## config.mk

```make
export PLATFORM = sky130hd
export DESIGN_NAME = halt_standby_ctrl
export DESIGN_NICKNAME = d
export VERILOG_FILES = /design/src/rtl/halt_pkg.sv /design/src/rtl/halt_irq_sync.sv /design/src/rtl/halt_wake_eval.sv /design/src/rtl/halt_warm_timer.sv /design/src/rtl/halt_standby_ctrl.sv
export SDC_FILE = /design/constraint.sdc
export NUM_CORES = 1
export LEC_CHECK = 0
export ABC_AREA = 1
export BUFFER_PORTS_ARGS = -buffer_cell sky130_fd_sc_hd__clkbuf_2
export CAP_MARGIN = 20
export CORE_UTILIZATION = 49
export DETAILED_ROUTE_END_ITERATION = 10
export PLACE_DENSITY = 0.75
export SLEW_MARGIN = 20
export SYNTH_ARGS = -nofsm -noshare
export SYNTH_HDL_FRONTEND = slang
export SYNTH_SLANG_ARGS = --single-unit
```

## constraint.sdc

```tcl
create_clock -name clk_i -period 1.7 [get_ports clk_i]
set_clock_uncertainty 0.2 [all_clocks]
set_input_delay 0.085 -clock clk_i [delete_from_list [all_inputs] [get_ports clk_i]]
set_output_delay 0.085 -clock clk_i [all_outputs]
set_load 0.02 [all_outputs]
```

## src/rtl/halt_pkg.sv

```systemverilog
package halt_pkg;
  typedef enum logic [2:0] {
    ST_RUN,
    ST_IDLE_CPU,
    ST_IDLE_OSC,
    ST_STOP,
    ST_WARM
  } hstate_e;

  typedef enum logic [1:0] {
    ACT_NONE    = 2'b00,
    ACT_SERVICE = 2'b01,
    ACT_RESUME  = 2'b10
  } wake_act_e;

  localparam logic [1:0] MODE_RSVD = 2'b00;
  localparam logic [1:0] MODE_ALL  = 2'b01;
  localparam logic [1:0] MODE_OSC  = 2'b10;
  localparam logic [1:0] MODE_CPU  = 2'b11;
endpackage

```

## src/rtl/halt_irq_sync.sv

```systemverilog
module halt_irq_sync #(
  parameter int W = 1
) (
  input  logic         clk_i,
  input  logic         rst_ni,
  input  logic [W-1:0] d_i,
  output logic [W-1:0] q_o
);
  logic [W-1:0] meta_q;
  logic [W-1:0] sync_q;

  always_ff @(posedge clk_i or negedge rst_ni) begin
    if (!rst_ni) begin
      meta_q <= '0;
      sync_q <= '0;
    end else begin
      meta_q <= d_i;
      sync_q <= meta_q;
    end
  end

  assign q_o = sync_q;
endmodule

```

## src/rtl/halt_wake_eval.sv

```systemverilog
module halt_wake_eval
  import halt_pkg::*;
#(
  parameter int                 NUM_IRQ  = 16,
  parameter int                 LVL_W    = 3,
  parameter logic [NUM_IRQ-1:0] EXT_WAKE = '0
) (
  input  logic [NUM_IRQ-1:0]       irq_s_i,
  input  logic                     nmi_s_i,
  input  logic [NUM_IRQ*LVL_W-1:0] lvl_i,
  input  logic [LVL_W-1:0]         mask_i,
  output logic                     wake_o,
  output wake_act_e                act_o
);
  logic [NUM_IRQ-1:0] hit_svc;
  logic [NUM_IRQ-1:0] hit_res;

  for (genvar k = 0; k < NUM_IRQ; k++) begin : g_line
    assign hit_svc[k] = irq_s_i[k] && (lvl_i[k*LVL_W +: LVL_W] >= mask_i);
    assign hit_res[k] = irq_s_i[k] && EXT_WAKE[k];
  end

  logic svc;
  logic res;
  assign svc = nmi_s_i || (|hit_svc);
  assign res = |hit_res;

  always_comb begin
    wake_o = svc || res;
    if (svc)      act_o = ACT_SERVICE;
    else if (res) act_o = ACT_RESUME;
    else          act_o = ACT_NONE;
  end
endmodule

```

## src/rtl/halt_warm_timer.sv

```systemverilog
module halt_warm_timer #(
  parameter int WARM_EXP1 = 8,
  parameter int WARM_EXP2 = 14,
  parameter int WARM_EXP3 = 16
) (
  input  logic       clk_i,
  input  logic       rst_ni,
  input  logic       load_i,
  input  logic [1:0] sel_i,
  output logic       done_o
);
  localparam int CNT_W = WARM_EXP3;
  localparam int unsigned N1 = 1 << WARM_EXP1;
  localparam int unsigned N2 = 1 << WARM_EXP2;
  localparam int unsigned N3 = 1 << WARM_EXP3;
  localparam logic [CNT_W-1:0] LD1 = CNT_W'(N1 - 1);
  localparam logic [CNT_W-1:0] LD2 = CNT_W'(N2 - 1);
  localparam logic [CNT_W-1:0] LD3 = CNT_W'(N3 - 1);

  logic [CNT_W-1:0] cnt_q;
  logic [CNT_W-1:0] ld_val;

  always_comb begin
    unique case (sel_i)
      2'b10:   ld_val = LD2;
      2'b11:   ld_val = LD3;
      default: ld_val = LD1;
    endcase
  end

  always_ff @(posedge clk_i or negedge rst_ni) begin
    if (!rst_ni)              cnt_q <= '0;
    else if (load_i)          cnt_q <= ld_val;
    else if (cnt_q != '0)     cnt_q <= cnt_q - 1'b1;
  end

  assign done_o = (cnt_q == '0);
endmodule

```

## src/rtl/halt_standby_ctrl.sv

```systemverilog
module halt_standby_ctrl
  import halt_pkg::*;
#(
  parameter int                 NUM_IRQ   = 16,
  parameter int                 LVL_W     = 3,
  parameter logic [NUM_IRQ-1:0] EXT_WAKE  = 16'h000F,
  parameter int                 WARM_EXP1 = 8,
  parameter int                 WARM_EXP2 = 14,
  parameter int                 WARM_EXP3 = 16
) (
  input  logic                     clk_i,
  input  logic                     rst_ni,
  input  logic                     halt_req_i,
  input  logic [1:0]               halt_mode_i,
  input  logic [1:0]               warm_sel_i,
  input  logic [NUM_IRQ-1:0]       irq_i,
  input  logic [NUM_IRQ*LVL_W-1:0] irq_lvl_i,
  input  logic [LVL_W-1:0]         irq_mask_i,
  input  logic                     nmi_i,
  output logic                     cpu_run_o,
  output logic                     io_run_o,
  output logic                     osc_run_o,
  output logic [1:0]               wake_act_o
);
  logic [NUM_IRQ-1:0] irq_s;
  logic               nmi_s;

  halt_irq_sync #(.W(NUM_IRQ + 1)) u_sync (
    .clk_i (clk_i),
    .rst_ni(rst_ni),
    .d_i   ({nmi_i, irq_i}),
    .q_o   ({nmi_s, irq_s})
  );

  logic      wake;
  wake_act_e wake_act;

  halt_wake_eval #(
    .NUM_IRQ (NUM_IRQ),
    .LVL_W   (LVL_W),
    .EXT_WAKE(EXT_WAKE)
  ) u_eval (
    .irq_s_i(irq_s),
    .nmi_s_i(nmi_s),
    .lvl_i  (irq_lvl_i),
    .mask_i (irq_mask_i),
    .wake_o (wake),
    .act_o  (wake_act)
  );

  hstate_e    state_q, state_d;
  wake_act_e  act_q, act_d;
  wake_act_e  pend_q, pend_d;
  logic [1:0] warm_sel_q, warm_sel_d;
  logic       warm_load;
  logic       warm_done;

  halt_warm_timer #(
    .WARM_EXP1(WARM_EXP1),
    .WARM_EXP2(WARM_EXP2),
    .WARM_EXP3(WARM_EXP3)
  ) u_warm (
    .clk_i (clk_i),
    .rst_ni(rst_ni),
    .load_i(warm_load),
    .sel_i (warm_sel_q),
    .done_o(warm_done)
  );

  always_comb begin
    state_d    = state_q;
    act_d      = ACT_NONE;
    pend_d     = pend_q;
    warm_sel_d = warm_sel_q;
    warm_load  = 1'b0;
    unique case (state_q)
      ST_RUN: begin
        if (halt_req_i && halt_mode_i != MODE_RSVD) begin
          warm_sel_d = warm_sel_i;
          unique case (halt_mode_i)
            MODE_CPU: state_d = ST_IDLE_CPU;
            MODE_OSC: state_d = ST_IDLE_OSC;
            default:  state_d = ST_STOP;
          endcase
        end
      end
      ST_IDLE_CPU, ST_IDLE_OSC: begin
        if (wake) begin
          state_d = ST_RUN;
          act_d   = wake_act;
        end
      end
      ST_STOP: begin
        if (wake) begin
          state_d   = ST_WARM;
          pend_d    = wake_act;
          warm_load = 1'b1;
        end
      end
      ST_WARM: begin
        if (warm_done) begin
          state_d = ST_RUN;
          act_d   = pend_q;
        end
      end
      default: state_d = ST_RUN;
    endcase
  end

  always_ff @(posedge clk_i or negedge rst_ni) begin
    if (!rst_ni) begin
      state_q    <= ST_RUN;
      act_q      <= ACT_NONE;
      pend_q     <= ACT_NONE;
      warm_sel_q <= 2'b00;
    end else begin
      state_q    <= state_d;
      act_q      <= act_d;
      pend_q     <= pend_d;
      warm_sel_q <= warm_sel_d;
    end
  end

  assign cpu_run_o  = (state_q == ST_RUN);
  assign io_run_o   = (state_q == ST_RUN) || (state_q == ST_IDLE_CPU);
  assign osc_run_o  = (state_q != ST_STOP);
  assign wake_act_o = act_q;
endmodule

```

# Word-level counts from Yosys, hierarchy flattened
# Cells that the tools add are included.
totals:
  register_bits: 59
  out_inout_bits: 5
  elab_cells: 84
op_classes:
  n_addsub: 1
  order_cmp: 16
  n_eq_ne: 13
  mux: 16
  n_reduce_logical: 31
op_table:
  columns: ["op", "count"]
  rows:
  - [">= comparator 3 bit", 16]
  - ["2-to-1 mux 16 bit", 2]
  - ["one-hot mux 16 bit (2 select lines)", 1]
  - ["logical AND 1 bit", 17]
  - ["logical NOT 16 bit", 1]
  - ["nonzero test 16 bit", 1]
  - ["OR reduction 16 bit", 1]
  - ["subtractor 16 x 1 -> 16 bit (second input constant)", 1]
  - ["2-to-1 mux 3 bit", 4]
  - ["one-hot mux 3 bit (4 select lines)", 1]
  - ["equality test 2 bit (second input constant)", 4]
  - ["2-to-1 mux 2 bit", 4]
  - ["!= test 2 x 1 -> 1 bit (second input constant)", 4]
  - ["one-hot mux 2 bit (2 select lines)", 2]
  - ["equality test 3 x 2 -> 1 bit (second input constant)", 2]
  - ["AND reduction 2 bit", 2]
  - ["AND reduction 4 bit", 1]
  - ["nonzero test 2 bit", 2]
  - ["OR reduction 4 bit", 1]
  - ["equality test 3 x 1 -> 1 bit (second input constant)", 1]
  - ["equality test 3 bit (second input constant)", 1]
  - ["logical NOT 3 bit", 1]
  - ["logical OR 1 bit", 3]
  - ["!= test 3 x 2 -> 1 bit (second input constant)", 1]
  - ["other kinds (2)", 3]

# Longest topological paths before layout
depth:
  word_depth: 8
  depth_mapped: 16
  ltp_nobuf: 15

# Hierarchy
# From an unflattened synthesis, not the netlist that was laid out.
hier_totals:
  hier_cells: 440
  hier_area_um2: 3642.2
by_module_without_submodules:
  columns: ["mod", "instances", "cells_per_inst", "area_per_inst_um2"]
  rows:
  - ["halt_wake_eval", 1, 195, 1243.7]
  - ["halt_warm_timer", 1, 150, 1079.8]
  - ["halt_irq_sync", 1, 34, 850.8]
  - ["halt_standby_ctrl", 1, 61, 467.9]

# Worst setup path before layout
# No wires, ideal clock.
synth_path:
  path_kind: "in2reg"
  startpoint: "input port irq_mask_i[2]"
  endpoint: "register u_warm.cnt_q[5]"
  t_arrival_ns: 1.672
  required_ns: 1.368
  path_slack_ns: -0.304
  stages: 13
  n_path_buf: 1
  cell_sequence: "inv_1 ha_1 a21oi_2 nand2_1 nand2_1 nand2_1 nor2_1 nand2_1 nor2_4 nand3_4 nand2_4 buf_12 o211ai_2"
synth_via:
  elab_chain_len: 8
  elab_cells_between_ends: 39
synth_lines:
  columns: ["item", "line", "source"]
  rows:
  - ["start: declaration", "halt_standby_ctrl.sv:18", "input logic [LVL_W-1:0] irq_mask_i,"]
  - [">= comparator 3 bit", "halt_wake_eval.sv:19", "assign hit_svc[k] = irq_s_i[k] && (lvl_i[k*LVL_W +: LVL_W] >= mask_i);"]
  - ["logical AND 1 bit", "halt_wake_eval.sv:19", null]
  - ["OR reduction 16 bit (*)", "halt_wake_eval.sv:25", "assign svc = nmi_s_i || (|hit_svc);"]
  - ["logical OR 1 bit (*)", "halt_wake_eval.sv:25", null]
  - ["logical OR 1 bit (*)", "halt_wake_eval.sv:29", "wake_o = svc || res;"]
  - ["2-to-1 mux 1 bit (*)", "halt_standby_ctrl.sv:94", "if (wake) begin"]
  - ["2-to-1 mux 1 bit (*)", "halt_standby_ctrl.sv:76", "unique case (state_q)"]
  - ["2-to-1 mux 16 bit / nonzero test 2 bit (equally long branches)", null, null]
  - ["end signal: assignment", "halt_warm_timer.sv:33", "else if (load_i) cnt_q <= ld_val;"]
  - ["end signal: assignment", "halt_warm_timer.sv:34", "else if (cnt_q != '0) cnt_q <= cnt_q - 1'b1;"]
  - ["end: declaration", "halt_warm_timer.sv:20", "logic [CNT_W-1:0] cnt_q;"]
# Every way passes the cells marked *; elsewhere a longest branch is shown, timed or not.
# A chain may end at the register's enable or synchronous reset.

# Worst setup path in the final report
layout_path:
  startpoint: "register u_warm.cnt_q[3]"
  endpoint: "register u_warm.cnt_q[13]"
layout_via:
  elab_chain_len: 3
  elab_cells_between_ends: 5
layout_lines:
  columns: ["item", "line"]
  rows:
  - ["subtractor 16 x 1 -> 16 bit", "halt_warm_timer.sv:34"]
  - ["2-to-1 mux 16 bit", "halt_warm_timer.sv:34"]
  - ["2-to-1 mux 16 bit", "halt_warm_timer.sv:33"]
# Parallel ways exist; a longest one is shown, timed or not. The select of a mux whose other input is x is not followed.

==> results.py <==
metrics = {
    "synth": {
        "synth.net_count": 525,
        "syn-cell-area_um2": 3480,
        "postSynthRegisterBits": 59,
        "synthesis.instances": 401,
        "yosys.cell_types.count": 30,
        "synth_warnings": 0,
        "seq_area_frac_synth": 0.424,
        "post_synth.cell_area_avg_um2": 8.69,
    },
    "drt": {
        "route.vias.total": 3237,
        "drc_violations_left": 0,
        "route.detailed.vias_per_inst": 4.87,
        "detail_route.first_pass.iterations": 4,
        "route.detailed.wl_per_inst_um": 13.8,
        "drt_wl_total_um": 9160,
        "drtAntennaViolNets": 0,
        "drt-initial-drc-count": 140,
    },
    "setup_path": {
        "startpoint_type": "flop",
        "critPathCapture": "u_warm.cnt_q[13]",
        "timing.critical_path.fanout_max": 2,
        "cp_data_required_time_ns": 1.77,
        "timing.rr.end": "u_warm.cnt_q[13]",
        "ff2ff_path_depth": 9,
        "setup.worst_path.class": "reg -> reg",
        "rr_startpoint": "u_warm.cnt_q[3]",
        "arrival_ns": 2.16,
        "rrSetupSlack_ns": -0.39,
        "setup.worst_path.end_class": "flop",
        "critPathLaunch": "u_warm.cnt_q[3]",
    },
    "outcome": {
        "failing_checks": "setup timing",
        "status": "finished, violations left",
    },
    "clocking": {
        "clk_pin_slew_worst_paths_ns": 0.07,
        "clock_latency_late_sink_ns": 0.34,
        "root_buffer": "sky130_fd_sc_hd__clkbuf_8",
        "clock_tree.htree_level_count": 3,
        "cts_tree": "yes",
        "cts_max_path_bufs": 2,
        "tritoncts.num_buffers": 9,
        "numClockSinks": 59,
    },
    "cells_and_area": {
        "area_growth_pct": 53.0,
        "design.final.nets": 688,
        "antenna_cells": 0,
        "post_route_cells_drive_above_1_share": 0.399,
    },
    "die": {
        "pin_count": 80,
        "chipHeight_um": 86.3,
        "dieWidth_um": 86.3,
        "floorplan.core_area_um2": 6830,
        "design.die.area_um2": 7450,
        "floorplan.initialDensity": 0.510,
        "rows": 30,
    },
    "sta": {
        "timing.final.max_slew_violations": 0,
        "finalHoldViolations": 0,
        "timing.final.crit_period_ns": 2.09,
        "setup_viol": 22,
        "grt_setup_unrepaired": "yes",
        "max_slew.worst_pin.slew_ns": 0.346,
        "setup-tns-final_ns": -3.75,
        "post-route-period-util": 1.23,
        "timing.slew.headroom": 0.768,
        "setup_slack_ns": -0.385,
        "fmax_ghz": 0.480,
    },
    "global_route": {
        "overflow": 0,
        "largest_net_degree_at_the_start_of_global_routing": 60,
        "first_global_vias": 3218,
        "first_pass_grt_wire_length_um": 13900,
        "groute.usage.overall": 0.246,
        "grt_antenna_before_repair": 0,
    },
    "power_and_ir_drop": {
        "ir_drop_mv": 0.670,
        "cellLeakagePower_uw": 0.00280,
        "power.density_nw_per_um2": 644,
    },
    "min_path": {
        "hold_class": "in -> async",
    },
    "placement": {
        "io_buffer_count": 79,
        "place.gp.congestion": 0.848,
        "hpwl_um": 5700,
        "placement.setup.worst_slack_ns": -0.620,
    },
    "flow_run": {
        "timing.max_cap.violations": 0,
    },
}
==> registers in the layout (all words and copies together) (netlist names) <==
name	flops
state_q	3
u_sync.meta_q	17
pend_q	2
wake_act_o	2
warm_sel_q	2
u_warm.cnt_q	16
u_sync.q_o	17
==> worst min-delay path by stage <==
stage                       endpoint  slack (ns)
CTS                       state_q[2]        0.09
global route         u_warm.cnt_q[5]        0.13
detailed placement  u_sync.meta_q[5]       -0.09
floorplan                  pend_q[0]       -0.41
finish               u_warm.cnt_q[5]        0.08
global placement    u_sync.meta_q[4]       -0.09
==> synthesized netlist by cell type <==
| library cell | number | area share |
|---|---|---|
| sky130_fd_sc_hd__nor2_1 | 30 | 0.032 |
| sky130_fd_sc_hd__inv_1 | 64 | 0.069 |
| sky130_fd_sc_hd__a21oi_1 | 27 | 0.039 |
| sky130_fd_sc_hd__dfrtp_1 | 59 | 0.42 |
| sky130_fd_sc_hd__o21ai_1 | 2 | 0.0029 |
| sky130_fd_sc_hd__nor3_2 | 1 | 0.0029 |
| sky130_fd_sc_hd__o211ai_2 | 3 | 0.011 |
| sky130_fd_sc_hd__ha_1 | 49 | 0.18 |
| sky130_fd_sc_hd__nor2_4 | 1 | 0.0032 |
| sky130_fd_sc_hd__buf_12 | 1 | 0.0057 |
| sky130_fd_sc_hd__o211ai_1 | 2 | 0.0043 |
| sky130_fd_sc_hd__nand4_1 | 5 | 0.0090 |
| sky130_fd_sc_hd__xor2_1 | 6 | 0.015 |
| sky130_fd_sc_hd__nor3b_1 | 1 | 0.0022 |
| sky130_fd_sc_hd__and3_4 | 1 | 0.0032 |
| sky130_fd_sc_hd__o21ai_0 | 8 | 0.011 |
| sky130_fd_sc_hd__a21oi_2 | 2 | 0.0050 |
| sky130_fd_sc_hd__clkinv_2 | 1 | 0.0014 |
| sky130_fd_sc_hd__nor3_1 | 2 | 0.0029 |
| sky130_fd_sc_hd__nor2_2 | 2 | 0.0036 |
| sky130_fd_sc_hd__nand2_1 | 108 | 0.12 |
| sky130_fd_sc_hd__nand3_4 | 1 | 0.0050 |
| sky130_fd_sc_hd__nand2_2 | 3 | 0.0054 |
| sky130_fd_sc_hd__and2_1 | 1 | 0.0018 |
| sky130_fd_sc_hd__mux2_2 | 2 | 0.0065 |
| sky130_fd_sc_hd__nor4_4 | 1 | 0.0061 |
| sky130_fd_sc_hd__nand2_4 | 1 | 0.0032 |
| sky130_fd_sc_hd__xnor2_1 | 4 | 0.010 |
| sky130_fd_sc_hd__nand3_1 | 12 | 0.017 |
| sky130_fd_sc_hd__a21oi_4 | 1 | 0.0047 |
==> worst max-delay path, cell delays in order (launching register included) <==
cell,delay [ns]
sky130_fd_sc_hd__dfrtp_1,0.40
sky130_fd_sc_hd__buf_4,0.14
sky130_fd_sc_hd__nor2_1,0.15
sky130_fd_sc_hd__nand2_1,0.14
sky130_fd_sc_hd__nor2_1,0.21
sky130_fd_sc_hd__nand4_1,0.18
sky130_fd_sc_hd__buf_4,0.18
sky130_fd_sc_hd__xnor2_1,0.20
sky130_fd_sc_hd__nand2_1,0.09
sky130_fd_sc_hd__a21oi_1,0.12
==> cell families after synthesis <==
| family | Yosys count | share of synthesized area |
|---|---|---|
| adders and majority gates | 49 | 0.176 |
| AOI/OAI and AO/OA | 45 | 0.0779 |
| DFF | 59 | 0.424 |
| buffers and inverters | 66 | 0.0761 |
| and+or+nand+nor | 170 | 0.214 |
| muxes | 2 | 0.00647 |
| xor gates and xnor gates | 10 | 0.0251 |
==> layout by cell type, fill, tap and decap left out, drive strengths merged <==
master / netlist / layout
and3: 1 / 1
clkbuf: 0 / 86
clkinv: 1 / 3
o211ai: 5 / 5
and2: 1 / 1
clkinvlp: 0 / 5
nand4: 5 / 5
xor2: 6 / 6
ha: 49 / 49
nor3: 3 / 3
dlygate4sd3: 0 / 23
bufinv: 0 / 2
nor4: 1 / 1
dfrtp: 59 / 59
a21oi: 30 / 30
mux2: 2 / 2
nand2: 112 / 113
nor2: 33 / 33
inv: 64 / 62
o21ai: 10 / 10
nor3b: 1 / 1
buf: 1 / 52
xnor2: 4 / 4
nand3: 13 / 13
==> layer usage <==
layer  GRT usage  share of wire  up-vias
met5           0              0        -
met4       0.124          0.025        0
met3      0.0438          0.045       25
met2       0.440           0.52      108
met1       0.284           0.41     1497
li1            -              -     1607
==> power breakdown <==
group | total, µW | internal (µW) | switching [µW]
clock network | 1370 | 817 | 553
registers | 1460 | 1440 | 16.4
logic | 598 | 306 | 293
total | 3430 | 2570 | 863
==> timing repair <==
item                                   4_1_cts  5_1_grt
cloned                                       1        1
pin swaps                                   23       24
setup buffers                                7        6
setup endpoints to repair                   23       25
resized for setup                           37       47
endpoints found under the hold margin       80        0
hold buffers                                23        0
==> area by class of cell <==
class | count | area [µm²]
Timing Repair Buffer | 152 | 1090
Clock buffer | 9 | 124
Sequential cell | 59 | 1480
Multi-Input combinational cell | 277 | 2170
Tap cell | 96 | 120
Inverter | 65 | 256
Fill cell | 425 | 1500
Clock inverter | 7 | 92.6
==> stage by stage <==
stage | util | instance area [µm²] | power (µW) | hold slack [ns] | std cells
floorplan | - | 3490 | 1720 | -0.411 | 401
global placement | 0.628 | 4290 | 1910 | -0.0883 | 612
detailed placement | 0.628 | 4290 | 1930 | -0.0865 | 612
CTS | 0.737 | 5040 | 3390 | 0.0856 | 659
global route | 0.780 | 5330 | 3600 | 0.133 | 665
finish | 0.780 | 5330 | 3430 | 0.0809 | 665
Power figures use the tool's default switching activity.
